`config.mk`:
```
export PLATFORM = sky130hd
export DESIGN_NAME = vreg_fault_sup
export DESIGN_NICKNAME = d
export VERILOG_FILES = /design/src/rtl/ovs_pkg.sv /design/src/rtl/ovs_thresh.sv /design/src/rtl/ovs_ov_fsm.sv /design/src/rtl/ovs_uv_pg.sv /design/src/rtl/vreg_fault_sup.sv
export SDC_FILE = /design/constraint.sdc
export NUM_CORES = 1
export LEC_CHECK = 0
export BUFFER_PORTS_ARGS = -buffer_cell sky130_fd_sc_hd__buf_4
export CAP_MARGIN = 5
export CELL_PAD_IN_SITES_DETAIL_PLACEMENT = 0
export CELL_PAD_IN_SITES_GLOBAL_PLACEMENT = 1
export CORE_ASPECT_RATIO = 0.75
export CORE_UTILIZATION = 45
export DETAILED_ROUTE_END_ITERATION = 12
export PLACE_DENSITY_LB_ADDON = 0.1
export SLEW_MARGIN = 20
export SYNTH_ARGS = -nofsm -noshare
export SYNTH_HDL_FRONTEND = slang
export SYNTH_HIERARCHICAL = 1
export SYNTH_SLANG_ARGS = --single-unit
```
`constraint.sdc`:
```
create_clock -name clk -period 8.4 [get_ports clk]
set_input_delay 1.26 -clock clk [delete_from_list [all_inputs] [get_ports clk]]
set_output_delay 1.26 -clock clk [all_outputs]
set_load 0.01 [all_outputs]
```
`src/rtl/ovs_pkg.sv`:
```
package ovs_pkg;

    localparam int MV_W = 14;

    typedef logic signed [MV_W-1:0] mv_t;

    typedef enum logic [1:0] {
        ST_OFF   = 2'd0,
        ST_RUN   = 2'd1,
        ST_TRIP  = 2'd2,
        ST_LATCH = 2'd3
    } ovs_state_e;

    typedef struct packed {
        mv_t ov_trip;
        mv_t uv_set;
        mv_t uv_clr;
    } ovs_thr_t;

    function automatic mv_t mv_max(input mv_t a, input mv_t b);
        return (a > b) ? a : b;
    endfunction

endpackage

```
`src/rtl/ovs_thresh.sv`:
```
module ovs_thresh
    import ovs_pkg::*;
#(
    parameter int OFS_A      = 175,
    parameter int OFS_B      = 225,
    parameter int SS_FLOOR   = 1260,
    parameter int UV_SET_OFS = 350,
    parameter int UV_CLR_OFS = 250
) (
    input  mv_t      dac_mv,
    input  logic     mode_b,
    input  logic     ss_done,
    output ovs_thr_t thr
);

    localparam mv_t OFS_A_MV = mv_t'(OFS_A);
    localparam mv_t OFS_B_MV = mv_t'(OFS_B);
    localparam mv_t FLOOR_MV = mv_t'(SS_FLOOR);
    localparam mv_t UVS_MV   = mv_t'(UV_SET_OFS);
    localparam mv_t UVC_MV   = mv_t'(UV_CLR_OFS);

    mv_t mode_ofs;
    mv_t ov_base;

    always_comb begin
        mode_ofs = mode_b ? OFS_B_MV : OFS_A_MV;
        ov_base  = dac_mv + mode_ofs;
        thr.ov_trip = ss_done ? ov_base : mv_max(ov_base, FLOOR_MV);
        thr.uv_set  = dac_mv - UVS_MV;
        thr.uv_clr  = dac_mv - UVC_MV;
    end

endmodule

```
`src/rtl/ovs_ov_fsm.sv`:
```
module ovs_ov_fsm
    import ovs_pkg::*;
#(
    parameter int REL_HYST = 100
) (
    input  logic       clk,
    input  logic       rst,
    input  logic       enable,
    input  logic       ss_done,
    input  mv_t        vout_mv,
    input  mv_t        ov_trip,
    output ovs_state_e st_next,
    output ovs_state_e st_q
);

    localparam mv_t HYST_MV = mv_t'(REL_HYST);

    mv_t  cap_q;
    logic to_latch_q;
    logic forgiven_q;
    logic ov_hit;
    logic released;
    logic trip_now;

    always_comb begin
        ov_hit   = vout_mv > ov_trip;
        released = vout_mv < (cap_q - HYST_MV);
        st_next  = st_q;
        trip_now = 1'b0;
        if (!enable) begin
            st_next = ST_OFF;
        end else begin
            unique case (st_q)
                ST_OFF:  st_next = ST_RUN;
                ST_RUN: if (ov_hit) begin
                    st_next  = ST_TRIP;
                    trip_now = 1'b1;
                end
                ST_TRIP: if (released)
                    st_next = to_latch_q ? ST_LATCH : ST_RUN;
                ST_LATCH: if (ov_hit) begin
                    st_next  = ST_TRIP;
                    trip_now = 1'b1;
                end
                default: st_next = ST_OFF;
            endcase
        end
    end

    always_ff @(posedge clk) begin
        if (rst) begin
            st_q       <= ST_OFF;
            cap_q      <= '0;
            to_latch_q <= 1'b0;
            forgiven_q <= 1'b0;
        end else begin
            st_q <= st_next;
            if (trip_now) begin
                cap_q      <= ov_trip;
                to_latch_q <= ss_done || forgiven_q || (st_q == ST_LATCH);
            end
            if (st_next == ST_OFF) begin
                forgiven_q <= 1'b0;
            end else if (st_q == ST_TRIP && st_next == ST_RUN) begin
                forgiven_q <= 1'b1;
            end
        end
    end

endmodule

```
`src/rtl/ovs_uv_pg.sv`:
```
module ovs_uv_pg
    import ovs_pkg::*;
(
    input  logic       clk,
    input  logic       rst,
    input  logic       enable,
    input  logic       mode_b,
    input  logic       ss_done,
    input  mv_t        vout_mv,
    input  mv_t        uv_set,
    input  mv_t        uv_clr,
    input  ovs_state_e st_next,
    output logic       pgood
);

    logic uv_q;
    logic uv_next;
    logic pg_next;

    always_comb begin
        if (uv_q) uv_next = !(vout_mv > uv_clr);
        else      uv_next = vout_mv < uv_set;

        if (st_next == ST_TRIP || st_next == ST_LATCH)
            pg_next = 1'b0;
        else if (enable)
            pg_next = (st_next == ST_RUN) && ss_done && !uv_next;
        else
            pg_next = mode_b && pgood && !uv_next;
    end

    always_ff @(posedge clk) begin
        if (rst) begin
            uv_q  <= 1'b0;
            pgood <= 1'b0;
        end else begin
            uv_q  <= uv_next;
            pgood <= pg_next;
        end
    end

endmodule

```
`src/rtl/vreg_fault_sup.sv`:
```
module vreg_fault_sup
    import ovs_pkg::*;
#(
    parameter int OFS_A      = 175,
    parameter int OFS_B      = 225,
    parameter int SS_FLOOR   = 1260,
    parameter int UV_SET_OFS = 350,
    parameter int UV_CLR_OFS = 250,
    parameter int REL_HYST   = 100
) (
    input  logic                   clk,
    input  logic                   rst,
    input  logic                   enable,
    input  logic                   mode_b,
    input  logic                   ss_done,
    input  logic signed [MV_W-1:0] dac_mv,
    input  logic signed [MV_W-1:0] vout_mv,
    output logic                   pgood,
    output logic                   lsg_force,
    output logic                   latched_off
);

    ovs_thr_t   thr;
    ovs_state_e st_next;
    ovs_state_e st_q;

    ovs_thresh #(
        .OFS_A      (OFS_A),
        .OFS_B      (OFS_B),
        .SS_FLOOR   (SS_FLOOR),
        .UV_SET_OFS (UV_SET_OFS),
        .UV_CLR_OFS (UV_CLR_OFS)
    ) u_thr (
        .dac_mv  (dac_mv),
        .mode_b  (mode_b),
        .ss_done (ss_done),
        .thr     (thr)
    );

    ovs_ov_fsm #(
        .REL_HYST (REL_HYST)
    ) u_ov (
        .clk     (clk),
        .rst     (rst),
        .enable  (enable),
        .ss_done (ss_done),
        .vout_mv (vout_mv),
        .ov_trip (thr.ov_trip),
        .st_next (st_next),
        .st_q    (st_q)
    );

    ovs_uv_pg u_pg (
        .clk     (clk),
        .rst     (rst),
        .enable  (enable),
        .mode_b  (mode_b),
        .ss_done (ss_done),
        .vout_mv (vout_mv),
        .uv_set  (thr.uv_set),
        .uv_clr  (thr.uv_clr),
        .st_next (st_next),
        .pgood   (pgood)
    );

    assign lsg_force   = (st_q == ST_TRIP);
    assign latched_off = (st_q == ST_LATCH);

endmodule

```
# After elaboration in Yosys (flattened, before gate mapping)
# Index checks and enable logic that the tools add are counted.
dict set report classes {
  addsub 4
  n_lt_le_gt_ge 5
  n_eq_ne 6
  muxes 13
  n_reduce_logical 15
}
# op n
set op_table {}
lappend op_table {{$gt 14x14->1} 2}
lappend op_table {{$lt 14x14->1} 2}
lappend op_table {{$mux 14} 2}
lappend op_table {{$add 14x14->14} 1}
lappend op_table {{$gt 14x12->1 const B} 1}
lappend op_table {{$sub 14x10->14 const B} 1}
lappend op_table {{$sub 14x8->14 const B} 1}
lappend op_table {{$sub 14x9->14 const B} 1}
lappend op_table {{$eq 2x2->1 const B} 4}
lappend op_table {{$mux 2} 4}
lappend op_table {{$mux 7} 1}
lappend op_table {{$pmux 2 s3} 1}
lappend op_table {{$reduce_or 2->1} 3}
lappend op_table {{$logic_and 1x1->1} 5}
lappend op_table {{$mux 1} 5}
lappend op_table {{$eq 2x1->1 const B} 2}
lappend op_table {{$logic_not 2->1} 2}
lappend op_table {{$logic_or 1x1->1} 3}
lappend op_table {{$logic_not 1->1} 2}
dict set report totals {
  regBits 20
  input_bits 33
}

# Depth between registers and ports, before layout
dict set report depth {
  word_depth 13
  mapped_depth 20
  depth_no_buf 20
}

# Cells and area by module
# Netlist, hierarchy kept.
# module instances cells_per_inst area_each_um2 seq_area_each_um2
set modules_own_cells {}
lappend modules_own_cells {ovs_ov_fsm 1 200 1650.3 360.3}
lappend modules_own_cells {ovs_thresh 1 163 1083.5 0.0}
lappend modules_own_cells {ovs_uv_pg 1 111 793.3 40.0}
lappend modules_own_cells {vreg_fault_sup 1 2 16.3 0.0}

# Worst setup path before layout
# No wires, ideal clock.
dict set report synth_timing {
  path_kind {in2reg}
  start {input port mode_b}
  end {register u_pg.pgood}
  arrival_time_ns 5.021
  setup_slack_ns 3.262
  stages 19
  n_path_buf 0
  cell_sequence {inv_1 > ha_1 > a211oi_2 > o21ai_2 > and2_4 > or4b_4 > a22o_1 > a21oi_2 > or2_1 > inv_1 > ha_1 > nand4_1 > o21bai_1 > a311oi_2 > or3_1 > a21oi_1 > o221a_2 > nor2_1 > o211a_1}
}
# item line
set synth_rtl {}
lappend synth_rtl {{start: declaration} vreg_fault_sup.sv:14} ;# input logic mode_b,
lappend synth_rtl {{end signal: assignment} ovs_uv_pg.sv:38} ;# pgood <= pg_next;
lappend synth_rtl {{end: declaration} ovs_uv_pg.sv:13} ;# output logic pgood

==> flow_summary_export.csv <==
group,metric,value,unit
global_routing,antenna_found_initial,0,
global_routing,grt_max_degree,19,
routing,firstDrtPassIters,5,
synth,synth_cell_types,66,
pwr,leakagePower,0.001831,uW
cts,clock_sinks,20,
finish,nets,595,
floorplanning,dieArea,8237,sq um
sta,setup_violations,0,
critical_path,cp_slowest_cell,"or4b_4",
worst_hold_path,hold_path.class,"reg2reg",
synth,synth_fp_nets,572,
synth,synth_top_area_cell,"ha_1",
global_routing,grt_pass1_vias,3065,
synth,synth-seq-area-share,11.30,%
cts,cts-root-buf,"clkbuf_8",
synth,syn-cell-area,3543,sq um
sta,fin_skew,0.005642,ns
sta,finalHoldViolations,0,
pwr,ir_worst_vdd,0.06838,mV
routing,vias,3359,
floorplanning,rows,27,
cts,cts_tree,"built",
critical_path,crit_path_max_fanout,5,
critical_path,rr_endpoint,"u_pg/pgood",
placed_design,pre_cts_ws,2.724,ns
sta,fin_crit_sh,65.54,%
critical_path,crit_family,"compound AO/OA/AOI/OAI gates",
synth,async_flop_share,0,%
critical_path,reg2regPathDepth,13,
placed_design,io_buffers,35,
placed_design,gp_congestion,0.9240,
critical_path,crit_start,"mode_b",
sta,rsz0062_at_grt,"no",
global_routing,grt_overflow,0,
pwr,total_power,404.0,uW
floorplanning,start_util,47.46,%
pwr,p_per_area,104.3,nW/um^2
sta,worst_slack,2.894,ns
pwr,seqPwrFrac,25.7,%
finish,diodes,0,
sta,maxSlewViolCount,0,
worst_hold_path,min_to,"u_ov/cap_q[0]",
critical_path,path_class,"in2reg",
critical_path,critPathLaunchType,"input port",
synth,synthTopCellsByCount,"62 x ha_1, 61 x inv_1, 46 x a21oi_1, 30 x nand2_1, 30 x nor2_1",
floorplanning,die_height,78.85,microns
cts,cts.htree.levels,1,
synth,netlist_instances,476,
cts,ctsHoldBuffers,0,
run_status,outcome,"finished clean",
critical_path,crit_chain,"buf_4 > inv_1 > ha_1 > a211oi_2 > o21ai_2 > and2_4 > or4b_4 > a22o_1 > a21oi_2 > or2_1 > inv_1 > ha_1 > nand4_1 > o21bai_1 > a311oi_2 > o21ai_0 > a21oi_1 > o221a_2 > nor2_1 > o211a_1",
cts,cts_setup_buffers,0,
cts,ctsResizeCount,0,
critical_path,required,8.56,ns
run,maxCapViolCount,0,
cts,cts_buffer_depth,2,
cts,cts-buffers-inserted,3,
floorplanning,die_w,104.5,microns
cts,insertion_delay,0.26,ns
critical_path,r2r_setup_slack,5.05,ns
pwr,comb_power_share,55.3,%
pwr,switching_share,42.48,%
worst_hold_path,hp-start,"u_ov/cap_q[0]",
routing,ant_nets,0,
floorplanning,io_pins,36,
critical_path,critPathMaxStageDelay,0.51,ns
global_routing,grt_pass1_wl,15.28,mm
synth,synth-main-ff-cell,"dfxtp_1",
cts,cts.clk_slew.worst_paths,0.08,ns
pwr,switchingPower,171.6,uW
floorplanning,coreArea,7466,sq um
sta,min_period,5.506,ns
synth,yosysTopAreaCellShare,21.89,%
critical_path,crit_buf_inv,3,
synth,synth_most_common_cell,"ha_1",
synth,synth_edf_count,0,
synth,ys_seq_elements,20,
finish,area_growth,9.357,%
critical_path,endpoint_kind,"flip-flop",
sta,setup_tns,0,ns
placed_design,dp_hpwl,7.854,mm
finish,final_cell_area,3875,sq um
synth,synth.area.top_cells,"ha_1 22%, dfxtp_1 11%, a21oi_1 6.5%, inv_1 6.5%, xor2_1 5.2%",
routing,drcViolationCount,0,
global_routing,grt_usage,23.35,%
placed_design,place_area,3820,sq um
pwr,p_clk_share,18.9,%
routing,wl_per_cell,15.50,microns
critical_path,r2r_start,"u_ov/cap_q[2]",
finish,drive_above_1_share,12.05,%
sta,max_slew_margin,57.33,%
worst_hold_path,hold_depth,2,
routing,drt_wl_total,9.283,mm
pwr,power.internal,232.4,uW
sta,worst_pin_slew,0.6400,ns
sta,max_freq,181.6,MHz
routing,drtIter0Drc,259,
synth,yosys_warnings,6,
routing,via_per_inst,5.608,
critical_path,worst-endpoint-arrival,5.67,ns
synth,avgSynthCellArea,7.444,sq um
-- routing by layer --
layer | up-vias | part of all wire [%] | track usage, %
met5 | - | 0 | 0
met4 | 0 | 0.48 | 2.143
met3 | 6 | 5.5 | 2.627
met2 | 94 | 43 | 37.55
met1 | 1528 | 51 | 34.38
li1 | 1731 | - | -
-- cells in the final DEF, fill, tap and decap left out, types with 5 or more instances in the layout --
cell / instances
nand2b_1: 5
buf_4: 35
nand3_1: 23
nand4_1: 10
a21oi_1: 46
nor2b_1: 7
nor3_1: 14
xor2_1: 21
o21ai_1: 11
o21ai_0: 19
dfxtp_1: 20
xnor2_1: 19
nor2_1: 30
inv_1: 61
nand2_1: 30
ha_1: 62
o21a_1: 5
-- metrics by stage --
stage	cells	hold slack (ns)	utilization (%)
4_1_cts	599	0.4847	51.90
3_5_place_dp	595	0.4680	51.16
2_1_floorplan	476	0.4418	-
6_report	599	0.4823	51.90
3_3_place_gp	595	0.4726	51.16
5_1_grt	599	0.5051	51.90
-- worst max-delay path by stage --
stage | to | slack [ns] | depth (start not counted)
floorplan | u_pg/pgood | 3.26 | 19
global placement | u_pg/pgood | 2.83 | 20
detailed placement | u_pg/pgood | 2.72 | 20
CTS | u_pg/pgood | 2.97 | 20
global route | u_pg/pgood | 2.63 | 21
finish | u_pg/pgood | 2.89 | 20
-- worst min-delay path, cell delays in order, from the launching register on --
cell	delay, ns
dfxtp_1	0.32
nand3_1	0.06
a21oi_1	0.06
-- sequential cells by signal (all words and copies together) (netlist names) --
| register | count |
|---|---|
| u_pg/uv_q | 1 |
| u_pg/pgood | 1 |
| u_ov/to_latch_q | 1 |
| u_ov/cap_q | 14 |
| u_ov/forgiven_q | 1 |
| u_ov/st_q | 2 |
-- power groups by stage --
| stage | Clock, uW | Sequential [uW] | Combinational [uW] |
|---|---|---|---|
| final | 76.4 | 104 | 224 |
| after global routing | 81.0 | 105 | 255 |
| after CTS | 77.2 | 104 | 223 |
| after detailed placement | 0 | 106 | 222 |
| after global placement | 0 | 106 | 218 |
| after floorplan | 0 | 105 | 160 |
-- cells by family (layout without fill, tap and decap cells) --
family                     count (synthesis)  count (layout)  synth area share [%]
buffers and inverters                     78             100                 9.640
AOI/OAI and AO/OA                        124             124                 23.91
muxes                                      1               1                0.3178
xor gates and xnor gates                  40              40                 9.887
and+or+nand+nor                          150             150                 22.49
adders and majority gates                 63              63                 22.46
DFF                                       20              20                 11.30
-- cell type report --
cell class	instances	area (sq um)
inverter	61	229.0
timing repair buffer	35	262.8
sequential	20	400.4
clock buffer	4	55.05
fill	749	3591
multi-input combinational	378	2801
tap	101	126.4
(Power assumes the default switching activity.)
